===== src/rtl/adc_seq_pkg.sv =====
package adc_seq_pkg;

  typedef enum logic [1:0] {
    SEQ_IDLE = 2'd0,
    SEQ_ARM  = 2'd1,
    SEQ_CONV = 2'd2
  } seqState_t;

  typedef struct packed {
    logic capture;
    logic step;
    logic finish;
  } seqStrobes_t;

endpackage


===== src/rtl/adc_seq_ctrl.sv =====
module adc_seq_ctrl
  import adc_seq_pkg::*;
#(
  parameter int DATA_W      = 12,
  parameter int CONV_CLKS   = 56,
  parameter int MAX_SLIP    = 17,
  parameter int MIN_LOW     = 2,
  parameter int SYNC_STAGES = 2
) (
  input  logic        clk,
  input  logic        rstN,
  input  logic        startN,
  input  logic        hostSlip,
  input  logic        statusRead,
  output logic        busyN,
  output logic        holdEn,
  output logic        overrun,
  output seqStrobes_t strobes
);

  localparam int CNT_W  = $clog2(CONV_CLKS);
  localparam int SLIP_W = $clog2(MAX_SLIP + 1);
  localparam int LOW_W  = $clog2(MIN_LOW + 1);
  localparam int LEN_W  = $clog2(CONV_CLKS + MAX_SLIP + 1);
  localparam logic [CNT_W-1:0]  LAST_CNT   = CNT_W'(CONV_CLKS - 1);
  localparam logic [CNT_W-1:0]  FIRST_STEP = CNT_W'(CONV_CLKS - DATA_W);
  localparam logic [LOW_W-1:0]  LOW_QUAL   = LOW_W'(MIN_LOW - 1);
  localparam logic [SLIP_W-1:0] SLIP_CAP   = SLIP_W'(MAX_SLIP);
  localparam logic [LEN_W-1:0]  LEN_LAST   = LEN_W'(CONV_CLKS + MAX_SLIP - 1);

  // start strobe synchroniser
  logic [SYNC_STAGES-1:0] syncQ;
  logic sLvl, sPrev, fellEdge;

  always_ff @(posedge clk or negedge rstN) begin
    if (!rstN) begin
      syncQ <= '1;
      sPrev <= 1'b1;
    end else begin
      syncQ <= {syncQ[SYNC_STAGES-2:0], startN};
      sPrev <= syncQ[SYNC_STAGES-1];
    end
  end

  assign sLvl     = syncQ[SYNC_STAGES-1];
  assign fellEdge = !sLvl && sPrev;

  seqState_t         state, stateNext;
  logic [LOW_W-1:0]  lowCnt;
  logic [CNT_W-1:0]  convCnt;
  logic [SLIP_W-1:0] slipCnt;
  logic              slipNow, advance, lastCycle, lowSeen;

  always_comb begin
    slipNow   = (state == SEQ_CONV) && hostSlip && (slipCnt != SLIP_CAP);
    advance   = (state == SEQ_CONV) && !slipNow;
    lastCycle = advance && (convCnt == LAST_CNT);
    lowSeen   = !sLvl && (sPrev || (lowCnt != '0));

    strobes.capture = (state == SEQ_ARM) && sLvl;
    strobes.step    = advance && (convCnt >= FIRST_STEP);
    strobes.finish  = lastCycle;

    stateNext = state;
    unique case (state)
      SEQ_IDLE: if (lowSeen && (lowCnt == LOW_QUAL)) stateNext = SEQ_ARM;
      SEQ_ARM:  if (sLvl) stateNext = SEQ_CONV;
      SEQ_CONV: if (lastCycle) stateNext = SEQ_IDLE;
      default:  stateNext = SEQ_IDLE;
    endcase
  end

  always_ff @(posedge clk or negedge rstN) begin
    if (!rstN) begin
      state   <= SEQ_IDLE;
      lowCnt  <= '0;
      convCnt <= '0;
      slipCnt <= '0;
      overrun <= 1'b0;
    end else begin
      state <= stateNext;

      if (state == SEQ_IDLE && lowSeen && lowCnt != LOW_QUAL) lowCnt <= lowCnt + 1'b1;
      else lowCnt <= '0;

      if (state == SEQ_CONV) begin
        if (advance) convCnt <= lastCycle ? '0 : convCnt + 1'b1;
        if (slipNow) slipCnt <= slipCnt + 1'b1;
      end else begin
        convCnt <= '0;
        slipCnt <= '0;
      end

      if (state == SEQ_CONV && fellEdge) overrun <= 1'b1;
      else if (statusRead)               overrun <= 1'b0;
    end
  end

  assign busyN  = (state != SEQ_ARM);
  assign holdEn = (state == SEQ_CONV);

  // hold-window length tracker for the length bound
  logic [LEN_W-1:0] holdLen;
  always_ff @(posedge clk or negedge rstN) begin
    if (!rstN)       holdLen <= '0;
    else if (holdEn) holdLen <= holdLen + 1'b1;
    else             holdLen <= '0;
  end

  a_r3_busy_hold_exclusive: assert property (@(posedge clk) disable iff (!rstN)
    !(!busyN && holdEn));

  a_r5_length_bound: assert property (@(posedge clk) disable iff (!rstN)
    holdEn |-> (holdLen <= LEN_LAST));

  a_r8_overrun_sticky: assert property (@(posedge clk) disable iff (!rstN)
    (overrun && !statusRead) |=> overrun);

  a_r1_hold_after_busy: assert property (@(posedge clk) disable iff (!rstN)
    $rose(holdEn) |-> $past(!busyN));

endmodule


===== src/rtl/adc_sar_path.sv =====
module adc_sar_path
  import adc_seq_pkg::*;
#(
  parameter int DATA_W = 12
) (
  input  logic              clk,
  input  logic              rstN,
  input  logic [DATA_W-1:0] sampleIn,
  input  seqStrobes_t       strobes,
  output logic              done,
  output logic [DATA_W-1:0] result
);

  localparam logic [DATA_W-1:0] MSB_MASK = {1'b1, {(DATA_W-1){1'b0}}};

  logic [DATA_W-1:0] heldSample, sarReg, bitPtr, trial, sarNext;

  always_comb begin
    trial   = sarReg | bitPtr;
    sarNext = (trial <= heldSample) ? trial : sarReg;
  end

  always_ff @(posedge clk or negedge rstN) begin
    if (!rstN) begin
      heldSample <= '0;
      sarReg     <= '0;
      bitPtr     <= '0;
      done       <= 1'b0;
      result     <= '0;
    end else begin
      if (strobes.capture) begin
        heldSample <= sampleIn;
        sarReg     <= '0;
        bitPtr     <= MSB_MASK;
      end else if (strobes.step) begin
        sarReg <= sarNext;
        bitPtr <= bitPtr >> 1;
      end
      done <= strobes.finish;
      if (strobes.finish) result <= sarNext;
    end
  end

  a_r6_done_single: assert property (@(posedge clk) disable iff (!rstN)
    done |=> !done);

  a_r6_finish_on_lsb: assert property (@(posedge clk) disable iff (!rstN)
    strobes.finish |-> (bitPtr == DATA_W'(1)));

  a_r6_ptr_onehot: assert property (@(posedge clk) disable iff (!rstN)
    $onehot0(bitPtr));

  a_r7_sample_held: assert property (@(posedge clk) disable iff (!rstN)
    !strobes.capture |=> $stable(heldSample));

endmodule


===== src/rtl/adc_conv_seq.sv =====
module adc_conv_seq
  import adc_seq_pkg::*;
#(
  parameter int DATA_W      = 12,
  parameter int CONV_CLKS   = 56,
  parameter int MAX_SLIP    = 17,
  parameter int MIN_LOW     = 2,
  parameter int SYNC_STAGES = 2
) (
  input  logic              clk,
  input  logic              rstN,
  input  logic              startN,
  input  logic              hostSlip,
  input  logic              statusRead,
  input  logic [DATA_W-1:0] sampleIn,
  output logic              busyN,
  output logic              holdEn,
  output logic              done,
  output logic [DATA_W-1:0] result,
  output logic              overrun
);

  seqStrobes_t strobes;

  adc_seq_ctrl #(
    .DATA_W(DATA_W), .CONV_CLKS(CONV_CLKS), .MAX_SLIP(MAX_SLIP),
    .MIN_LOW(MIN_LOW), .SYNC_STAGES(SYNC_STAGES)
  ) u_ctrl (
    .clk(clk), .rstN(rstN), .startN(startN), .hostSlip(hostSlip),
    .statusRead(statusRead), .busyN(busyN), .holdEn(holdEn),
    .overrun(overrun), .strobes(strobes)
  );

  adc_sar_path #(.DATA_W(DATA_W)) u_path (
    .clk(clk), .rstN(rstN), .sampleIn(sampleIn), .strobes(strobes),
    .done(done), .result(result)
  );

endmodule


===== config.mk =====
export PLATFORM = sky130hd
export DESIGN_NAME = adc_conv_seq
export DESIGN_NICKNAME = d
export VERILOG_FILES = /design/src/rtl/adc_seq_pkg.sv /design/src/rtl/adc_seq_ctrl.sv /design/src/rtl/adc_sar_path.sv /design/src/rtl/adc_conv_seq.sv
export SDC_FILE = /design/constraint.sdc
export NUM_CORES = 1
export LEC_CHECK = 0
export BUFFER_PORTS_ARGS = -buffer_cell sky130_fd_sc_hd__buf_2
export CAP_MARGIN = 30
export CORE_UTILIZATION = 55
export CTS_BUF_LIST = sky130_fd_sc_hd__clkbuf_2
export CTS_CLUSTER_SIZE = 20
export DETAILED_ROUTE_END_ITERATION = 12
export PLACE_DENSITY = 0.75
export RECOVER_POWER = 50
export SYNTH_ARGS = -nofsm -noshare
export SYNTH_HDL_FRONTEND = slang
export SYNTH_SLANG_ARGS = --single-unit

===== constraint.sdc =====
create_clock -name clk -period 2.8 [get_ports clk]
set_input_delay 0.14 -clock clk [delete_from_list [all_inputs] [get_ports clk]]
set_output_delay 0.14 -clock clk [all_outputs]
set_load 0.005 [all_outputs]

-- Yosys cells after proc, flatten, opt, wreduce, memory -nomap -nowiden
Index checks and enable logic that the tools add are counted.
- $add $sub $neg: 3
- bitwise operators: 1
- reductions and logical operators: 20
- order comparisons: 2
- mux-type cells: 17
- eq/ne operators: 12
- operators with widths (operator ; count):
    $mux 12 ; 5
    $mux 6 ; 3
    $ne 2x1->1 const B ; 7
    $le 12x12->1 ; 1
    $logic_and 1x1->1 ; 12
    $or 12x12->12 ; 1
    $mux 5 ; 2
    $mux 2 ; 4
    $add 6x1->6 const B ; 1
    $eq 6x6->1 const B ; 1
    $ge 6x6->1 const B ; 1
    $pmux 2 s3 ; 1
    $reduce_bool 2->1 ; 3
    $add 5x1->5 const B ; 1
    $ne 5x5->1 const B ; 1
    $eq 2x1->1 const B ; 2
    $reduce_and 3->1 ; 1
    $add 2x1->2 const B ; 1
    $eq 2x2->1 const B ; 1
    $logic_not 1->1 ; 2
    $logic_not 2->1 ; 1
    $mux 1 ; 2
    $logic_or 1x1->1 ; 1
- flip-flop bits (word level): 68
- output and inout bits: 16
- input port bits: 17
- logic and storage cells: 67

-- Depth between registers and ports, before layout
- depth in word-level cells: 9
- mapped depth: 9

-- Modules after synthesis
A second synthesis with hierarchy kept.
- cell total of the unflattened synthesis: 350
- area, all modules: 3374.5 um^2
- modules (own cells, without submodules) (module ; area each (um^2) ; instances ; sequential area each (um^2) ; cells an instance):
    adc_sar_path ; 2372.3 ; 1 ; 1226.2 ; 248
    adc_seq_ctrl ; 1002.2 ; 1 ; 479.2 ; 102

-- Worst setup path before layout
No wires, ideal clock.
- path kind: register to register
- from: register u_path.bitPtr[9]
- to: register u_path.result[10]
- arrival: 2066 ps
- setup time: 124 ps
- setup slack: 611 ps
- stages on the path, launching flop included: 9
- period minus slack after synthesis: 2189 ps
- path through: dfrtp_1 -> or2_2 -> ha_1 -> nand3_1 -> or3_1 -> a21o_1 -> a31oi_1 -> buf_2 -> a21oi_1
- longest elaborated chain between the ends: 3
- ends and longest elaborated chain (item ; RTL line ; RTL):
    start, declared ; adc_sar_path.sv:16 ; logic [DATA_W-1:0] heldSample, sarReg, bitPtr, trial, sarNext;
    start signal, assigned ; adc_sar_path.sv:37 ; bitPtr <= bitPtr >> 1;
    $or 12x12->12 ; adc_sar_path.sv:19 ; trial = sarReg | bitPtr;
    $le 12x12->1 ; adc_sar_path.sv:20 ; sarNext = (trial <= heldSample) ? trial : sarReg;
    $mux 12 ; adc_sar_path.sv:20 ;
    end signal, assigned ; adc_sar_path.sv:40 ; if (strobes.finish) result <= sarNext;
    end, declared ; adc_sar_path.sv:11 ; output logic [DATA_W-1:0] result
No other way between the ends.
A chain may end at the register's enable or synchronous reset.

-- Worst setup path after layout
- from: register u_path.sarReg[10]
- to: register u_path.result[8]
- longest elaborated chain between the ends: 3
- ends and longest elaborated chain (item ; RTL line ; RTL):
    start, declared ; adc_sar_path.sv:16 ;
    start signal, assigned ; adc_sar_path.sv:36 ; sarReg <= sarNext;
    $or 12x12->12 ; adc_sar_path.sv:19 ;
    $le 12x12->1 ; adc_sar_path.sv:20 ;
    $mux 12 ; adc_sar_path.sv:20 ;
No other way between the ends.

==> results.ini <==
[cts]
cts_made_buffers=9
htreeDepth=3
clockRootBuffer=clkbuf_2
insertion_delay_ns=0.48
cts.path.max_buffers=2
cts-resized-gates=0
cts_tree=yes
clock_sinks=68
clk_pin_slew_worst_paths_ns=0.17
post_cts_buffers=0

[sta]
slew_headroom=-0.4303
min_period_ns=2.585
fmax_mhz=386.9
rsz0062_at_grt=false
fin_crit_sh=0.9230
hold_viol_final=0
tns_ns=0
timing.hold.ws_ns=0.06569
slew_viol_final=70
finalSetupViolations=0
worstMarginPinSlew_ns=2.145
skew_ns=0.01109

[cells_and_area]
area.growth.synth_to_final_pct=13.93
drive_gt1_frac=0.2380
fin_area_um2=3797
diodes=0
finish.net_count=406

[global_routing]
antenna_found_initial=0
grt.overflow.total=0
grt_pass1_wl_um=11280
grt_pass1_vias=2429
track_usage=0.2348
grt_max_degree=41

[critical_path]
rr_worst_depth=8
r2r_slack_ns=0.22
cp_max_fo=5
worst-endpoint-required_ns=3.18
r2r_start=u_path.sarReg[10]
worstSetupEndpointType=register
start_kind=register
critPathArrivalTime_ns=2.97
worst-setup-path-type=reg -> reg
r2r_end=u_path.result[8]

[placement]
port_buffers=32
place_hpwl_um=4531
gp_congestion=0.7771
place_area_um2=3591

[synthesis]
avgSynthCellArea_um2=10.55
synth.most_common_cell=dfrtp_1
synth_area_leader_cell=dfrtp_1
synthDistinctLibCells=47
async_flop_share=1.000
synth_edf_count=0
synthCells=316
syn_nets=351
synth_commonest_cells=dfrtp_1 (65), nand2_1 (35), inv_1 (34)
yosysTopAreaCellShare=0.4880
ys_seq_elements=68
synth_ff_type=dfrtp_1
syn_area_um2=3333
synth-seq-area-share=0.5116
yosys_warnings=0
synth.area.top_cells=dfrtp_1 (49%), ha_1 (6.8%), mux2_2 (4.1%), nand2_1 (3.9%), inv_1 (3.8%)

[power_and_ir_drop]
power.density_nw_per_um2=583.3
switching_share=0.3406
switching_power_mw=0.7545
combPwrFrac=0.246
p_int_mw=1.460
clkPwrFrac=0.192
power_mw=2.215
seqPwrFrac=0.562
ir_worst_vdd_mv=0.3945
p_leak_nw=1.908

[min_path]
min_from=hostSlip
hp-class=in -> reg
hold_depth=4
hold_end=u_ctrl.slipCnt[3]

[flow_run]
drv_cap=2

[floorplanning]
die_w_um=79.85
die_area_um2=6376
start_util=0.5873
fp.coreArea_um2=5675
die_h_um=79.85
fp-row-count=27
ios=33

[drt]
wl_um=6413
drt_iter0_drc=107
via_count=2462
drc=0
avgViaCountPerCell=5.520
postRouteAntennaNets=0
avgRoutedWirePerCell_um=14.38
drt-pass1-iter-count=5

[status]
status=complete, but fails checks
violations=max-capacitance violations, max-slew violations

## metrics by stage
step                utilization  instances  setup WS (ns)
finish                   0.6691        446         0.2155
global placement         0.6327        417         0.3231
detailed placement       0.6327        417         0.2428
CTS                      0.6713        446         0.2092
floorplan                     -        316         0.6106
global route             0.6691        446        0.08744
## cell usage in the layout (no fill, tap or decap), drive strengths merged, types with 2 or more instances in the layout
cell and instances:
a211oi 2, a21o 2, a21oi 19, a22oi 12, a311oi 2, a31oi 2, and2 2, buf 38
clkbuf 14, clkinv 4, dfrtp 65, dfstp 3, dlygate4sd3 15, ha 18, inv 34, mux2 12
mux2i 11, nand2 35, nand2b 2, nand3 4, nand4 3, nor2 13, nor3 3, nor4 2
nor4b 2, o21ai 26, or2 10, xor2 4
## critical path: stages (launching register included)
cell	delay, ns
dfrtp_1	0.43
or2_2	0.32
ha_1	0.30
nand3_1	0.12
or3_1	0.40
a21o_1	0.18
a31oi_1	0.45
buf_4	0.23
a21oi_1	0.07
## worst max-delay path by stage
stage	slack, ns	to	depth (start not counted)	start
after global routing	0.09	u_path.result[7]	8	u_path.sarReg[10]
after CTS	0.21	u_path.result[8]	8	u_path.sarReg[10]
after detailed placement	0.24	u_path.result[5]	8	u_path.sarReg[10]
after floorplan	0.61	u_path.result[10]	8	u_path.bitPtr[9]
after global placement	0.32	u_path.result[8]	8	u_path.bitPtr[9]
final	0.22	u_path.result[8]	8	u_path.sarReg[10]
## power groups by stage
stage	logic (mW)	registers, mW	clock network, mW
floorplan	0.418	1.22	0
global placement	0.505	1.26	0
detailed placement	0.536	1.26	0
CTS	0.554	1.24	0.444
global route	0.622	1.27	0.491
finish	0.544	1.25	0.426
## final cells by class
class,instances,area (um^2)
fill,463,1878
tap,72,90.09
inverter,34,127.6
sequential,68,1705
clock buffer,10,50.05
multi-input combinational,201,1433
clock inverter,4,18.77
timing repair buffer,57,372.9
## flip-flops by register name, indices dropped and copies added (netlist names)
signal / cells
u_path.done: 1
u_path.sarReg: 12
u_ctrl.convCnt: 6
u_ctrl.lowCnt: 2
u_path.bitPtr: 12
u_path.heldSample: 12
u_path.result: 12
u_ctrl.syncQ: 2
u_ctrl.state: 2
u_ctrl.slipCnt: 5
u_ctrl.sPrev: 1
u_ctrl.overrun: 1
## routing by layer
layer  routed length [um]  up-vias  global-route usage
met2                 3064       52              0.3675
met5                    0        -                   0
met3                  249        7             0.06971
met4                   71        0             0.07143
li1                     -     1200                   -
met1                 3027     1203              0.3150
## cell families after synthesis
logic type | count (synthesis) | synth area share
mux | 23 | 0.07358
fa+ha+maj | 18 | 0.06757
simple gates | 82 | 0.1258
flops | 68 | 0.5116
buf+inv | 47 | 0.05856
compound gates | 73 | 0.1498
xor+xnor | 5 | 0.01314
## timing repair
item,CTS,global route
hold endpoints to repair,79,0
hold buffers,15,0
endpoints found under the setup margin,0,0
Power figures use the tool's default switching activity.
